$ cat src/rtl/irq_pkg.sv
package irq_pkg;
  typedef enum logic {
    SEL_PEND = 1'b0,
    SEL_EN   = 1'b1
  } reg_sel_e;
endpackage

$ cat src/rtl/irq_gen_pending.sv
module irq_gen_pending #(
  parameter int SRC_W = 25
) (
  input  logic             clk,
  input  logic             rst_n,
  input  logic [SRC_W-1:0] set_i,
  input  logic [SRC_W-1:0] clr_i,
  output logic [SRC_W-1:0] pend_o
);
  logic [SRC_W-1:0] pend_q;

  // set has priority over a same-cycle clear
  always_ff @(posedge clk or negedge rst_n) begin
    if (!rst_n) pend_q <= '0;
    else        pend_q <= (pend_q & ~clr_i) | set_i;
  end

  assign pend_o = pend_q;
endmodule

$ cat src/rtl/irq_loop_bank.sv
module irq_loop_bank #(
  parameter int NUM_CH = 64,
  localparam int CH_W = $clog2(NUM_CH)
) (
  input  logic              clk,
  input  logic              rst_n,
  input  logic [NUM_CH-1:0] loop_set_i,
  input  logic [NUM_CH-1:0] half_set_i,
  input  logic              clr_en_i,
  input  logic [CH_W-1:0]   clr_ch_i,
  output logic              any_o,
  output logic [CH_W-1:0]   top_ch_o
);
  logic [NUM_CH-1:0] loop_q, half_q, clr_mask, active;

  genvar g;
  generate
    for (g = 0; g < NUM_CH; g++) begin : g_dec
      assign clr_mask[g] = clr_en_i && (clr_ch_i == CH_W'(g));
    end
  endgenerate

  always_ff @(posedge clk or negedge rst_n) begin
    if (!rst_n) begin
      loop_q <= '0;
      half_q <= '0;
    end else begin
      loop_q <= (loop_q & ~clr_mask) | loop_set_i;
      half_q <= (half_q & ~clr_mask) | half_set_i;
    end
  end

  assign active = loop_q | half_q;
  assign any_o  = |active;

  // highest active channel wins; zero when nothing active
  always_comb begin
    top_ch_o = '0;
    for (int i = 0; i < NUM_CH; i++) begin
      if (active[i]) top_ch_o = CH_W'(i);
    end
  end
endmodule

$ cat src/rtl/irq_line.sv
module irq_line #(
  parameter int DATA_W    = 32,
  parameter int LOW_W     = 6,
  parameter int FORCE_BIT = 20
) (
  input  logic              clk,
  input  logic              rst_n,
  input  logic [DATA_W-1:0] pend_i,
  input  logic [DATA_W-1:0] en_i,
  output logic              irq_o
);
  logic irq_q, irq_d;

  assign irq_d = (|(pend_i[DATA_W-1:LOW_W] & en_i[DATA_W-1:LOW_W])) | en_i[FORCE_BIT];

  always_ff @(posedge clk or negedge rst_n) begin
    if (!rst_n) irq_q <= 1'b0;
    else        irq_q <= irq_d;
  end

  assign irq_o = irq_q;
endmodule

$ cat src/rtl/irq_loop_ctrl.sv
module irq_loop_ctrl #(
  parameter int DATA_W    = 32,
  parameter int NUM_CH    = 64,
  parameter int FORCE_BIT = 20,
  localparam int CH_W     = $clog2(NUM_CH),
  localparam int SUM_BIT  = CH_W,
  localparam int SRC_LO   = CH_W + 1,
  localparam int SRC_W    = DATA_W - SRC_LO
) (
  input  logic              clk,
  input  logic              rst_n,
  input  logic              reg_sel_i,
  input  logic              reg_wr_i,
  input  logic [DATA_W-1:0] reg_wdata_i,
  output logic [DATA_W-1:0] reg_rdata_o,
  input  logic [SRC_W-1:0]  src_set_i,
  input  logic [NUM_CH-1:0] loop_set_i,
  input  logic [NUM_CH-1:0] half_set_i,
  output logic              irq_o
);
  import irq_pkg::*;

  logic              wr_pend, wr_en;
  logic [SRC_W-1:0]  gen_pend, gen_clr;
  logic              loop_any;
  logic [CH_W-1:0]   loop_top;
  logic [DATA_W-1:0] en_q, pend_word;

  assign wr_pend = reg_wr_i && (reg_sel_e'(reg_sel_i) == SEL_PEND);
  assign wr_en   = reg_wr_i && (reg_sel_e'(reg_sel_i) == SEL_EN);
  assign gen_clr = wr_pend ? reg_wdata_i[DATA_W-1:SRC_LO] : '0;

  irq_gen_pending #(.SRC_W(SRC_W)) u_gen (
    .clk    (clk),
    .rst_n  (rst_n),
    .set_i  (src_set_i),
    .clr_i  (gen_clr),
    .pend_o (gen_pend)
  );

  irq_loop_bank #(.NUM_CH(NUM_CH)) u_loop (
    .clk        (clk),
    .rst_n      (rst_n),
    .loop_set_i (loop_set_i),
    .half_set_i (half_set_i),
    .clr_en_i   (wr_pend && reg_wdata_i[SUM_BIT]),
    .clr_ch_i   (reg_wdata_i[CH_W-1:0]),
    .any_o      (loop_any),
    .top_ch_o   (loop_top)
  );

  always_ff @(posedge clk or negedge rst_n) begin
    if (!rst_n)     en_q <= '0;
    else if (wr_en) en_q <= reg_wdata_i;
  end

  assign pend_word   = {gen_pend, loop_any, loop_top};
  assign reg_rdata_o = (reg_sel_e'(reg_sel_i) == SEL_EN) ? en_q : pend_word;

  irq_line #(.DATA_W(DATA_W), .LOW_W(SUM_BIT), .FORCE_BIT(FORCE_BIT)) u_line (
    .clk    (clk),
    .rst_n  (rst_n),
    .pend_i (pend_word),
    .en_i   (en_q),
    .irq_o  (irq_o)
  );
endmodule

$ cat config.mk
export PLATFORM = sky130hd
export DESIGN_NAME = irq_loop_ctrl
export DESIGN_NICKNAME = d
export VERILOG_FILES = /design/src/rtl/irq_pkg.sv /design/src/rtl/irq_gen_pending.sv /design/src/rtl/irq_loop_bank.sv /design/src/rtl/irq_line.sv /design/src/rtl/irq_loop_ctrl.sv
export SDC_FILE = /design/constraint.sdc
export NUM_CORES = 1
export LEC_CHECK = 0
export ABC_AREA = 1
export BUFFER_PORTS_ARGS = -buffer_cell sky130_fd_sc_hd__buf_2
export CAP_MARGIN = 15
export CORE_ASPECT_RATIO = 0.8
export CORE_MARGIN = 2
export CORE_UTILIZATION = 54
export CTS_BUF_LIST = sky130_fd_sc_hd__clkbuf_4 sky130_fd_sc_hd__clkbuf_8
export DETAILED_ROUTE_END_ITERATION = 12
export PLACE_DENSITY_LB_ADDON = 0.15
export SLEW_MARGIN = 20
export SYNTH_ARGS = -nofsm -noshare
export SYNTH_HDL_FRONTEND = slang
export SYNTH_SLANG_ARGS = --single-unit
$ cat constraint.sdc
create_clock -name clk -period 10 [get_ports clk]
set_input_delay 3 -clock clk [delete_from_list [all_inputs] [get_ports clk]]
set_output_delay 3 -clock clk [all_outputs]
set_load 0.05 [all_outputs]
==> summary.txt, run 1 <==
initial antenna violation count: 2
Worst Hold End: en_q[3]
setup violators final: 0
most frequent cells in the layout: nand2_1 (280), buf_2 (220), dfrtp_1 (186)
post-synth cell types: 22
Synth Area in Simple Gates: 24.37%
drt pass-1 iters: 5
Final Cycle Share: 75.89%
HP Class: flop to flop
total CTS buffers: 17
worst path required time: 7.00 ns
cell area after synthesis: 0.009025 sq mm
R2R depth: 8
worst-path fanout max: 36
main combinational cell family by area after synthesis: simple AND/OR/NAND/NOR gates
crit path time final: 7.589 ns
Initial DRC Count: 481
largest area contributor in the netlist: dfrtp_1
PostCTS Resize Cnt: 0
FF-to-FF Start: u_loop.loop_q[50]
vias in the first global route: 7031
Layout Skew: 0.007915 ns
CP Launch Type: primary input
Setup CP Type: primary input to output pin
outcome: finished, final reports clean
H-tree Lvls: 4
Total Wirelength: 23.23 mm
mux cell area share after synthesis: 0%
CTS max path bufs: 2
Rel. slew slack: 31.52%
Syn Area/Cell: 8.419 sq um
setup bufs post-CTS: 0
DRC viols: 0
number of max-cap violations: 0
first-pass GRT wire length: 36.32 mm
non-filler cells, final: 1532
IO Count: 222
CTS sink count: 186
area share of the largest cell type after synthesis: 51.57%
fin. max-slew vios: 0
placed cells: 1497
FF-to-FF End: u_line.irq_o
Hold Buf Count CTS: 0
register area share after synthesis: 51.57%
Synth area leaders: dfrtp_1 (52%), nand2_1 (12%), o21bai_1 (11%)
Yosys warning total: 0
maximum vdd drop: 0.00008351 V
final hold violation count: 0
Worst Hold Depth: 2
IO buf count: 221
R2R Setup Slk: 8.07 ns
via count: 7569
Die Width: 148.5 microns
WP data arrival: 4.59 ns
synthesized instance count: 1072
area grow syn2layout: 19.59%
GRT Util Overall: 27.00%
gr ovfl total: 0
Max Freq: 0.1318 GHz
Post-Synth Adder-Cell Area: 0%
setup TNS: 0 ns
complex-gate fraction of the synthesized area: 15.38%
DP HPWL: 17.57 mm
hold path startpoint: en_q[3]
unrepaired setup endpoints after global routing: false
CP endpoint kind: output pin
die area: 0.01777 sq mm
Yosys reg bits: 186
Placer Congestion: 0.8573
syn_nets: 1261
vias per cell: 4.941
largest net degree at the start of global routing: 109
Root Driver: clkbuf_8
WL per Instance: 15.16 microns
share of layout cells above drive strength 1: 22.15%
# rows: 42
most common cell after layout, fill and taps aside: nand2_1
Starting Density: 54.87%
XOR/XNOR share of the synthesized area: 0%
Skew-Pair Late Insertion Delay: 0.46 ns
core footprint: 0.01645 sq mm
die height: 119.6 microns
Layout Nets: 1485
P_leak: 6.504 nW
Power Density: 142.3 mW/mm^2
clk slew on worst S/H paths: 0.09 ns
clock tree from TritonCTS: done
worst slew pin tran: 1.024 ns
ANT nets after route: 0
kinds of logic (layout without fill, tap and decap cells):
logic type | count (synthesis) | count (layout)
DFF | 186 | 186
AOI/OAI and AO/OA | 205 | 205
buffers and inverters | 206 | 443
and+or+nand+nor | 475 | 475
other | 0 | 3
worst max path at each step:
stage	start	to	slack, ns	depth (start not counted)
after floorplan	reg_sel_i	reg_rdata_o[3]	2.81	4
after global routing	u_loop.loop_q[2]	reg_rdata_o[0]	1.78	64
after CTS	reg_sel_i	reg_rdata_o[5]	2.45	4
final	reg_sel_i	reg_rdata_o[5]	2.41	4
after global placement	reg_sel_i	reg_rdata_o[2]	2.50	4
after detailed placement	reg_sel_i	reg_rdata_o[5]	2.45	4
flip-flops by register name, indices dropped and copies added (netlist names):
| register | count |
|---|---|
| u_loop.loop_q | 64 |
| u_loop.half_q | 64 |
| en_q | 32 |
| u_gen.pend_o | 25 |
| u_line.irq_o | 1 |
metal layers:
layer	GRT usage, %	wire (microns)
met5	0	13
met4	7.083	382
met3	5.589	2019
met2	39.29	9889
met1	41.31	10920
report_power, final:
part	internal, mW	switching, mW
Sequential	0.774	0.0176
Clock	0.276	0.274
Combinational	0.0662	0.128
Total	1.12	0.419
cells in the mapped netlist (all sizes together):
cell and count:
nand2 281, nor4 3, o21bai 131, nor3 1, a221oi 2, a22o 3
dfrtp 186, a21oi 4, o21ai 58, nand3 5, clkbuf 18, nor2 179
nand4 6, a31oi 5, inv 188, a211oi 2
worst max-delay path: stages:
cell	delay, ns
buf_2	0.51
inv_2	0.47
a31oi_1	0.30
buf_2	0.30
area by class of cell:
class	instances	area, sq um
Multi-Input combinational cell	680	3590
Clock inverter	14	191.4
Sequential cell	186	4654
Clock buffer	18	241.5
Inverter	188	705.7
Tap cell	220	275.3
Timing Repair Buffer	223	1127
Fill cell	1415	5655
Antenna cell	3	7.507
metrics by stage:
stage	setup slack, ns	util (%)	hold slack, ns	power, mW	instance area (sq um)
floorplan	2.805	-	0.4537	0.9121	9025
global placement	2.503	62.94	0.4779	0.9970	10350
detailed placement	2.450	62.94	0.4844	1.000	10350
CTS	2.454	65.57	0.5046	1.547	10790
global route	1.779	65.59	0.5327	1.603	10790
finish	2.411	65.62	0.4987	1.536	10790
(Power assumes the default switching activity.)
==> run 2, diff against run 1 <==
--- a/config.mk
+++ b/config.mk
@@ -10,7 +10,7 @@
 export CAP_MARGIN = 15
 export CORE_ASPECT_RATIO = 0.8
 export CORE_MARGIN = 2
-export CORE_UTILIZATION = 54
+export CORE_UTILIZATION = 50
 export CTS_BUF_LIST = sky130_fd_sc_hd__clkbuf_4 sky130_fd_sc_hd__clkbuf_8
 export DETAILED_ROUTE_END_ITERATION = 12
 export PLACE_DENSITY_LB_ADDON = 0.15
==> constraint.sdc (replaced) <==
create_clock -name clk -period 6.65 [get_ports clk]
set_input_delay 1.995 -clock clk [delete_from_list [all_inputs] [get_ports clk]]
set_output_delay 1.995 -clock clk [all_outputs]
set_load 0.05 [all_outputs]
==> run 2 against run 1 <==
Cell area increased by 0.17%. Clock skew increased by 0.0027 ns. Critical endpoint is now reg_rdata_o[0]. Setup slack got worse by 2.1 ns. Flip-flop and latch count unchanged. Hold slack got worse by 0.0044 ns. Sequential share of layout area decreased by 0.075 points. Highest routed layer is now met4. Sequential power increased by 50%. Final cell count increased by 0.20%. Via count decreased by 1.9%. Largest power group unchanged. Global-route usage decreased by 1.4 points.
==> summary.txt, run 2 (synthesis gave the netlist of run 1 again) <==
outcome: finished, final reports clean
# rows: 43 (+2.4%)
DRC viols: 0 (unchanged)
Layout Nets: 1486 (+0.067%)
hold path startpoint: en_q[3]
area of the multi-input gates: 0.003592 sq mm (about the same)
Starting Density: 51.61% (-3.3 points)
Hold Buf Count CTS: 0 (unchanged)
HP Class: flop to flop
Power Density: 212.2 mW/mm^2 (+49%)
ANT nets after route: 0 (unchanged)
vias per cell: 4.838 (-2.1%)
worst slew pin tran: 1.025 ns (+0.001164 ns)
Total Wirelength: 23.69 mm (+2.0%)
die area: 0.01915 sq mm (+7.8%)
CP startpoint: u_loop.half_q[2]
DP HPWL: 17.91 mm (+2.0%)
Rel. slew slack: 31.44% (-0.078 points)
worst path required time: 4.66 ns (-2.34 ns)
crit path time final: 6.359 ns
largest net degree at the start of global routing: 102 (-6.4%)
CTS max path bufs: 2 (unchanged)
CP Launch Type: flop
CP endpoint kind: output pin
IO buf count: 221 (unchanged)
first-pass GRT wire length: 36.55 mm (+0.63%)
clock tree from TritonCTS: done
Placer Congestion: 0.8478 (-1.1%)
die height: 124.2 microns (+3.8%)
CP dominant cell by count: nand2_1
Fill cells: 1620 (+14%)
Setup CP Type: flop to output pin
placed cells: 1503 (+0.40%)
setup violators final: 0 (unchanged)
initial antenna violation count: 0 (-2)
most frequent cells in the layout: nand2_1 (279), buf_2 (219), dfrtp_1 (186)
share of layout cells above drive strength 1: 22.23% (+0.076 points)
unrepaired setup endpoints after global routing: true
max incr delay on CP: 0.40 ns (-0.11 ns)
gr ovfl total: 0 (unchanged)
GRT Util Overall: 25.63% (-1.4 points)
total CTS buffers: 17 (unchanged)
Final Cycle Share: 95.63%
Initial DRC Count: 461 (-4.2%)
vias in the first global route: 6914 (-1.7%)
area grow syn2layout: 19.80%
Die Width: 154.2 microns (+3.8%)
drt pass-1 iters: 5 (unchanged)
register area: 0.004654 sq mm (unchanged)
FF-to-FF Start: u_loop.loop_q[51]
WP data arrival: 4.36 ns (-0.23 ns)
core footprint: 0.01749 sq mm (+6.3%)
via count: 7426 (-1.9%)
Layout Skew: 0.01066 ns (+0.002747 ns)
IO Count: 222 (unchanged)
P_leak: 6.509 nW (about the same)
H-tree Lvls: 4 (unchanged)
Worst Hold Depth: 2 (unchanged)
most common cell after layout, fill and taps aside: nand2_1
Total Power: 2.294 mW (+49%)
Max Freq: 0.1573 GHz
Root Driver: clkbuf_8
number of max-cap violations: 0 (unchanged)
Crit-path slowest cell: dfrtp_1
R2R depth: 8 (unchanged)
fin. max-slew vios: 0 (unchanged)
clk slew on worst S/H paths: 0.09 ns (about the same)
non-filler cells, final: 1535 (+0.20%)
WL per Instance: 15.43 microns (+1.8%)
Skew-Pair Late Insertion Delay: 0.47 ns (about the same)
CTS sink count: 186 (unchanged)
maximum vdd drop: 0.0001002 V (+20%)
worst-path fanout max: 2 (-94%)
biggest regs: u_loop.half_q: 64 flops, u_loop.loop_q: 64 flops, en_q: 32 flops
final hold violation count: 0 (unchanged)
==> run 2: final timing paths <==
kind,to,slack [ns]
setup / recovery,reg_rdata_o[0],0.29
hold / removal,en_q[3],0.49
setup reg to reg,u_line.irq_o,4.75
hold reg to reg,en_q[3],0.49
max in group asynchronous,u_gen.pend_o[19],4.06
min in group asynchronous,u_loop.half_q[27],1.58
==> run 2: worst max-delay path, delay by kind of cell, from the launching register on <==
kind / cells / cell delay [ns]
buffers and inverters: 1 / 0.17
DFF: 1 / 0.40
AOI/OAI and AO/OA: 1 / 0.15
and+or+nand+nor: 62 / 3.15
==> run 2: power by group <==
group	total (mW)	switching [mW]	leakage (nW)	internal, mW
clock network	0.808	0.414	0.213	0.395
registers	1.19	0.0257	1.76	1.16
logic	0.296	0.195	4.53	0.102
==> run 2: what timing repair did <==
item,4_1_cts,5_1_grt
setup buffers,0,0
endpoints found under the setup margin,0,1
gates resized for setup,0,4
==> run 2: area by class of cell <==
| type | count | area share [%] |
|---|---|---|
| antenna | 1 | 0.02315 |
| clock buffer | 19 | 2.419 |
| clock inverter | 12 | 1.481 |
| inverter | 188 | 6.527 |
| multi-input combinational | 680 | 33.23 |
| sequential | 186 | 43.05 |
| tap | 225 | 2.604 |
| timing repair buffer | 224 | 10.67 |
==> run 2: routing by layer <==
metal  track usage (%)  vias to the layer above  part of all wire, %
met1             38.88                     3440                   50
met3             4.976                       22                  6.1
li1                  -                     3748                    -
met2             37.22                      216                   43
met4             7.827                        0                  1.8
met5                 0                        -                    0
==> run 2: through the flow <==
| step | setup WS, ns | TNS [ns] | instance area [sq um] | util (%) | hold WS [ns] |
|---|---|---|---|---|---|
| after floorplan | 1.079 | 0 | 9025 | - | 0.4537 |
| after global placement | 0.7776 | 0 | 10380 | 59.36 | 0.4709 |
| after detailed placement | 0.7229 | 0 | 10380 | 59.36 | 0.4822 |
| after CTS | 0.1768 | 0 | 10800 | 61.77 | 0.5021 |
| after global routing | -0.4644 | -0.4644 | 10810 | 61.82 | 0.5291 |
| final | 0.2907 | 0 | 10810 | 61.83 | 0.4943 |
